===== config.mk =====
export PLATFORM = sky130hd
export DESIGN_NAME = ovp_strobe_filter
export DESIGN_NICKNAME = d
export VERILOG_FILES = /design/src/rtl/ovp_pkg.sv /design/src/rtl/ovp_off_timer.sv /design/src/rtl/ovp_cycle_gate.sv /design/src/rtl/ovp_trip_counter.sv /design/src/rtl/ovp_strobe_filter.sv
export SDC_FILE = /design/constraint.sdc
export NUM_CORES = 1
export LEC_CHECK = 0
export CORE_UTILIZATION = 25
export CTS_BUF_LIST = sky130_fd_sc_hd__clkbuf_8
export DETAILED_ROUTE_END_ITERATION = 12
export DONT_BUFFER_PORTS = 1
export GPL_TIMING_DRIVEN = 0
export SLEW_MARGIN = 15
export SYNTH_ARGS = -nofsm -noshare
export SYNTH_HDL_FRONTEND = slang
export SYNTH_SLANG_ARGS = --single-unit

===== constraint.sdc =====
create_clock -name clk -period 2.68 [get_ports clk]
set_input_delay 0.268 -clock clk [delete_from_list [all_inputs] [get_ports clk]]
set_output_delay 0.268 -clock clk [all_outputs]
set_load 0.005 [all_outputs]

===== src/rtl/ovp_pkg.sv =====
// Package: shared types for the strobed overvoltage filter.
// Assumes nothing beyond a standard SystemVerilog compile order (package first).
package ovp_pkg;

    // Position inside one off-time of the power switch.
    typedef enum logic [1:0] {
        PH_ON     = 2'd0,  // switch driven on, no sampling
        PH_SETTLE = 2'd1,  // off, waiting for ringing to settle
        PH_WINDOW = 2'd2,  // off, comparator is sampled
        PH_DONE   = 2'd3   // off, window has closed
    } off_phase_e;

endpackage : ovp_pkg


===== src/rtl/ovp_off_timer.sv =====
// Module: ovp_off_timer
// Counts clocks since the power switch turned off and reports the off-time phase.
// Assumes gate_on is synchronous to clk. The count restarts on every clock with
// gate_on high. It saturates once the window has closed, so a long off-time
// cannot wrap it back into the window.
module ovp_off_timer
    import ovp_pkg::*;
#(
    parameter int DELAY_CLKS = 275,
    parameter int WIN_CLKS   = 62
) (
    input  logic       clk,
    input  logic       rst_n,
    input  logic       gate_on,
    output off_phase_e phase
);

    localparam int LIMIT = DELAY_CLKS + WIN_CLKS;
    localparam int TW    = $clog2(LIMIT + 1);
    localparam logic [TW-1:0] DELAY_V = TW'(DELAY_CLKS);
    localparam logic [TW-1:0] LIMIT_V = TW'(LIMIT);

    logic [TW-1:0] off_clks;

    // Count off-time clocks, hold at the limit, restart while the switch is on.
    always_ff @(posedge clk) begin
        if (!rst_n || gate_on) begin
            off_clks <= '0;
        end else if (off_clks != LIMIT_V) begin
            off_clks <= off_clks + 1'b1;
        end
    end

    // Decode the current clock's off-time index into a phase.
    always_comb begin
        if (gate_on) begin
            phase = PH_ON;
        end else if (off_clks < DELAY_V) begin
            phase = PH_SETTLE;
        end else if (off_clks < LIMIT_V) begin
            phase = PH_WINDOW;
        end else begin
            phase = PH_DONE;
        end
    end

endmodule : ovp_off_timer


===== src/rtl/ovp_cycle_gate.sv =====
// Module: ovp_cycle_gate
// Turns window samples into at most one capture per switching period.
// Assumes cycle_start is a one-clock pulse. A capture on the clock of
// cycle_start belongs to the period that begins there.
module ovp_cycle_gate
    import ovp_pkg::*;
(
    input  logic       clk,
    input  logic       rst_n,
    input  off_phase_e phase,
    input  logic       ovp_cmp,
    input  logic       cycle_start,
    input  logic       fault_clr,
    output logic       in_window,
    output logic       capture,
    output logic       taken
);

    // Window open only during the sampling phase of the off-time.
    always_comb begin
        in_window = (phase == PH_WINDOW);
        capture   = in_window && ovp_cmp && (!taken || cycle_start);
    end

    // Remember whether the running period already produced a capture.
    always_ff @(posedge clk) begin
        if (!rst_n || fault_clr) begin
            taken <= 1'b0;
        end else if (capture) begin
            taken <= 1'b1;
        end else if (cycle_start) begin
            taken <= 1'b0;
        end
    end

endmodule : ovp_cycle_gate


===== src/rtl/ovp_trip_counter.sv =====
// Module: ovp_trip_counter
// Counts consecutive marked periods and holds the sticky fault flag.
// Assumes 'taken' tells whether the period now ending had a capture. The count
// saturates at TRIP_COUNT, and the fault stays high until clear or reset.
module ovp_trip_counter #(
    parameter int TRIP_COUNT = 4,
    parameter int CNT_W      = $clog2(TRIP_COUNT + 1)
) (
    input  logic             clk,
    input  logic             rst_n,
    input  logic             capture,
    input  logic             taken,
    input  logic             cycle_start,
    input  logic             fault_clr,
    output logic [CNT_W-1:0] hit_count,
    output logic             fault
);

    localparam logic [CNT_W-1:0] TRIP_V = CNT_W'(TRIP_COUNT);

    logic [CNT_W-1:0] base_count;
    logic [CNT_W-1:0] next_count;

    // Drop the run at a period boundary without capture, then add a new capture.
    always_comb begin
        base_count = (cycle_start && !taken) ? '0 : hit_count;
        next_count = (capture && base_count != TRIP_V) ? base_count + 1'b1 : base_count;
    end

    // Register the run length.
    always_ff @(posedge clk) begin
        if (!rst_n || fault_clr) begin
            hit_count <= '0;
        end else begin
            hit_count <= next_count;
        end
    end

    // Raise the sticky fault when the run reaches the trip limit.
    always_ff @(posedge clk) begin
        if (!rst_n || fault_clr) begin
            fault <= 1'b0;
        end else if (next_count == TRIP_V) begin
            fault <= 1'b1;
        end
    end

endmodule : ovp_trip_counter


===== src/rtl/ovp_strobe_filter.sv =====
// Module: ovp_strobe_filter (top)
// Strobed, digitally filtered overvoltage detector for a switching converter.
// Assumes all inputs are synchronous to clk and cycle_start pulses once per
// oscillator period. The output ovp_fault is meant to block the gate driver
// and start the auto-restart sequence of the supervisor.
module ovp_strobe_filter
    import ovp_pkg::*;
#(
    parameter int DELAY_CLKS = 275,
    parameter int WIN_CLKS   = 62,
    parameter int TRIP_COUNT = 4
) (
    input  logic clk,
    input  logic rst_n,
    input  logic gate_on,
    input  logic cycle_start,
    input  logic ovp_cmp,
    input  logic fault_clr,
    output logic ovp_fault
);

    localparam int CNT_W = $clog2(TRIP_COUNT + 1);

    off_phase_e       phase;
    logic             in_window;
    logic             capture;
    logic             cycle_taken;
    logic [CNT_W-1:0] hit_count;

    ovp_off_timer #(
        .DELAY_CLKS (DELAY_CLKS),
        .WIN_CLKS   (WIN_CLKS)
    ) u_timer (
        .clk     (clk),
        .rst_n   (rst_n),
        .gate_on (gate_on),
        .phase   (phase)
    );

    ovp_cycle_gate u_gate (
        .clk         (clk),
        .rst_n       (rst_n),
        .phase       (phase),
        .ovp_cmp     (ovp_cmp),
        .cycle_start (cycle_start),
        .fault_clr   (fault_clr),
        .in_window   (in_window),
        .capture     (capture),
        .taken       (cycle_taken)
    );

    ovp_trip_counter #(
        .TRIP_COUNT (TRIP_COUNT),
        .CNT_W      (CNT_W)
    ) u_count (
        .clk         (clk),
        .rst_n       (rst_n),
        .capture     (capture),
        .taken       (cycle_taken),
        .cycle_start (cycle_start),
        .fault_clr   (fault_clr),
        .hit_count   (hit_count),
        .fault       (ovp_fault)
    );

endmodule : ovp_strobe_filter


Word-level counts from Yosys, hierarchy flattened
Cells that the tools add are included.
{ "totals": {"regBits": 14, "latch_bits": 0, "ramBits": 0, "romBits": 0, "input_bits": 6, "output_inout_bits": 1, "elab_cells": 29, "mem_count": 0} }
{ "classes": {"n_addsub": 2, "mul": 0, "div_mod_pow": 0, "magnitude_cmp": 2, "n_eq_ne": 4, "shift": 0, "mux": 7, "bitwise_logic": 0, "reduce_logical": 10} }
{ "ops": {"columns": ["op", "n"], "rows": [
  ["less-than comparator 9 bit, second input constant", 2],
  ["adder 9 x 1 -> 9 bit, second input constant", 1],
  ["inequality test 9 bit, second input constant", 1],
  ["two-way mux 3 bit", 2],
  ["logical AND 1 bit", 4],
  ["two-way mux 2 bit", 2],
  ["adder 3 x 1 -> 3 bit, second input constant", 1],
  ["== test 3 bit, second input constant", 1],
  ["logical OR 1 bit", 3],
  ["two-way mux 1 bit", 3],
  ["inequality test 3 bit, second input constant", 1],
  ["== test 2 bit, second input constant", 1],
  ["zero test 1 bit", 2],
  ["nonzero test 2 bit", 1]
]} }

Logic depth before layout (Yosys ltp)
{ "logic_depth": {"word_depth": 10, "mapped_depth": 8, "depth_no_buf": 8} }

Hierarchy
A second synthesis with hierarchy kept.
{ "hier_totals": {"hier_cells": 98, "hier_area_um2": 832.0} }
{ "by_module_without_submodules": {"columns": ["module", "n_inst", "cells_each", "area_per_inst_um2", "seq_area_each_um2"], "rows": [
  ["ovp_off_timer", 1, 61, 505.5, 180.2],
  ["ovp_trip_counter", 1, 30, 252.7, 80.1],
  ["ovp_cycle_gate", 1, 7, 73.8, 20.0]
]} }

Worst setup path after synthesis
Ideal clock, no wire load.
{ "synth_path": {"kind": "register -> register", "start": "reg u_gate.taken", "end": "reg u_count.fault", "setup_ns": 0.117, "arrival_time_ns": 1.791, "required_time_ns": 2.563, "path_slack_ns": 0.772, "path_stages_with_launch": 9, "n_path_buf": 0, "synth_period_minus_slack_ns": 1.908, "path_cell_list": "dfxtp_1 -> nand2b_1 -> nand2_1 -> ha_1 -> nand2_1 -> maj3_1 -> and3_4 -> mux2_4 -> a22o_1"} }
{ "synth_via": {"elab_chain_cells": 7, "elab_cells_between_ends": 10, "classes_between": "add/sub (1); eq/ne (2); mux (2); reduce/logical (5)"} }
{ "synth_lines": {"columns": ["element", "line", "rtl"], "rows": [
  ["start, declared", "ovp_cycle_gate.sv:16", "output logic taken"],
  ["start signal, assigned", "ovp_cycle_gate.sv:28", "taken <= 1'b0;"],
  ["start signal, assigned", "ovp_cycle_gate.sv:30", "taken <= 1'b1;"],
  ["start signal, assigned", "ovp_cycle_gate.sv:32", "taken <= 1'b0;"],
  ["zero test 1 bit *", "ovp_cycle_gate.sv:22, ovp_trip_counter.sv:26", null],
  ["branches (longest 4 deep; another with adder 3 x 1 -> 3 bit)", null, null],
  ["two-way mux 3 bit *", "ovp_trip_counter.sv:27", "next_count = (capture && base_count != TRIP_V) ? base_count + 1'b1 : base_count;"],
  ["== test 3 bit *", "ovp_trip_counter.sv:43", "end else if (next_count == TRIP_V) begin"],
  ["end signal, assigned", "ovp_trip_counter.sv:42", "fault <= 1'b0;"],
  ["end signal, assigned", "ovp_trip_counter.sv:44", "fault <= 1'b1;"],
  ["end, declared", "ovp_trip_counter.sv:16", "output logic fault"]
]} }
Mark *: on every way between the ends.
A chain may end at the register's enable or synchronous reset.

Final worst setup path
Same ends and word-level chain as after synthesis.

==> metrics <==
outcome=finished, final reports clean; # port buffers=0; Max-slew headroom=74.0%; HP Start=rst_n; max-cap violations=0; crit start category=register; Synth Net Count=between 90 and 100; cts repair resizes=0; flops & latches, synth=14; Worst path slowest cell=maj3_1; HP Class=in2reg; RSZ-0062 raised after global routing=false; WHS=234 ps; Max Clk Rate=491 MHz; die width=56.5 um; Syn Inst Count=85; core outline area=2780 um^2; final worst-path cycle share=75.9%; initial antenna violation count=0; first-pass GRT wire length=2430 um; hpwl dp=about 1000 um; sequential fraction of the synthesis area=37.8%; Clock Skew=approximately 0.60 ps; worst-case clock buffer depth=2; CTS root buf=clkbuf_8; Distinct cells, synth=28; Reg-to-Reg End=u_count.fault; worst slew pin tran=390 ps; Via density=4.83; most frequent cell on the critical path=nand2_1; GRT overflow=0; power per cell area=518 nW/um^2; R2R Setup Slk=650 ps; fin. max-slew vios=0; Post-Syn Area per Cell=8.73 um^2; antenna cell count=0; Crit Reg-Reg Startpoint=u_gate.taken; hold path cells=2; Post-Route WL=1450 um; vias in the first global route=between 500 and 600; Vias=580; largest net degree at the start of global routing=10; Initial Util=a little over a quarter; Hold EP=u_count.hit_count[0]; Reg2Reg Depth=8; Layout fillers=between 200 and 300; Worst-Skew Late Latency=240 ps; die height=56.5 um; die area=3190 um^2; Post-CTS Setup Repair Bufs=0; Static Leakage=0.000334 uW; Critical Path RT=2820 ps; CP Class=reg2reg; Clock Sinks=14; Cell Chain, Critical Path=nand2b_1, nand2_1, ha_1, nand2_1, maj3_1, and3_4, mux2_4, a22o_1; Tmin final=slightly above 2000 ps; area delta synth->final=12.6%; CTS buffer count=3; setup TNS=0 ps; Placer Congestion=approximately 0.74; Crit path largest cell delay=380 ps; Mapped Area=742 um^2; GRT Resource Usage Total=10.0%; critical path endpoint category=register; worst setup path start=u_gate.taken; drt initial violations=35; drt pass-1 iters=5; WL/cell=12.1 um; setup violators final=0; final hold viol count=0; Site Rows=19; share of layout cells above drive strength 1=7.87%; Yosys top cell area share=37.8%; I/O Pins=7; Worst-path clk slew=~60 ps; yosys warns=0; Final nets=100; DRC=0; worst-path fanout max=5; hold buffer count at cts=0; Max VDD drop=approximately 0.26 mV; cell accounting for the most synthesized area=dfxtp_1; CTS H-tree depth=1; Critical Path AT=2180 ps; CTS tree=done; top post-synthesis cells by area=dfxtp_1 38%, nor2_1 7.6%, ha_1 6.7%, nand2_1 5.1%, xnor2_1 4.7%; antenna-violating nets left=0
==> flip-flops by register name (all words and copies together), names as in the netlist <==
register,count
u_timer.off_clks,9
u_count.fault,1
u_gate.taken,1
u_count.hit_count,3
==> cells by family (layout without fill, tap and decap cells) <==
family,Yosys count,in the layout,share of synthesized area [%]
xor+xnor,8,8,9.44
compound gates,7,7,7.76
mux,4,4,6.24
buf+inv,5,9,2.53
flops,14,14,37.8
simple gates,42,42,28.2
fa+ha+maj,5,5,8.09
==> metrics by stage <==
step | instances | cell area [um^2] | setup slack, ps | total power, uW | util (%)
4_1_cts | 120 | 836 | 653 | 438 | 30.0
6_report | 120 | 836 | 645 | 433 | 30.0
3_5_place_dp | 116 | 781 | 656 | 230 | 28.1
5_1_grt | 120 | 836 | 533 | 453 | 30.0
2_1_floorplan | 85 | 742 | 772 | 226 | -
3_3_place_gp | 116 | 781 | 703 | 229 | 28.1
==> worst max-delay path by stage <==
stage                     slack [ps]             to  depth (start not counted)
final                            650  u_count.fault                          8
after global routing             530  u_count.fault                          8
after CTS                        650  u_count.fault                          8
after detailed placement         660  u_count.fault                          8
after global placement           700  u_count.fault                          8
after floorplan                  770  u_count.fault                          8
==> routing by layer <==
layer  vias to the layer above  global-route usage, %  part of all wire (%)
met4                         0                   7.32                   3.2
met5                         -                      0                     0
met3                         4                   2.07                   1.7
met1                       270                   12.0                    48
met2                         8                   15.8                    47
li1                        298                      -                     -
==> critical path: cells and delay by family, from the launching register on <==
| family | cells | cell delay [ps] |
|---|---|---|
| AOI/OAI and AO/OA | 1 | 190 |
| muxes | 1 | 290 |
| and+or+nand+nor | 4 | 620 |
| DFF | 1 | 300 |
| adders and majority gates | 2 | 540 |
==> report_power, final <==
group | total [uW] | leakage (uW) | internal (uW) | switching, uW
registers | 213 | 0.000113 | 210 | 3.41
clock network | 207 | 0.0000288 | 130 | 77.2
logic | 12.2 | 0.000192 | 5.31 | 6.88
==> cell type report <==
type | instances | area (um^2) | area share (%)
plain buffers | 1 | 3.75 | 0.449
inverters | 4 | 15.0 | 1.80
multi-input cells | 66 | 443 | 53.0
well taps | 31 | 38.8 | 4.64
clock buffers | 4 | 55.1 | 6.59
flip-flops and latches | 14 | 280 | 33.5
==> cell usage after synthesis <==
cell type,n
clkbuf_1,1
inv_1,4
and3_1,1
a2bb2oi_1,1
and3_4,1
mux2_2,1
nor2_1,15
nand4_1,1
xnor2_1,4
dfxtp_1,14
nor4bb_1,1
a22o_1,1
ha_1,4
xor2_1,4
o21ai_0,1
o211a_1,1
nor2b_1,1
nand3_1,6
a211o_1,2
nor4_1,1
nor4b_1,1
nand2b_1,3
a211oi_1,1
mux2i_1,2
mux2_4,1
nand4bb_1,1
nand2_1,10
maj3_1,1
==> cells in the final DEF, fill, tap and decap left out, drive strengths merged, types with 2 or more instances in the layout <==
cell    count
nand2b      3
mux2        2
and3        2
mux2i       2
nand2      10
nor2       15
inv         4
dfxtp      14
xor2        4
clkbuf      5
a211o       2
ha          4
nand3       6
xnor2       4
Power figures use the tool's default switching activity.
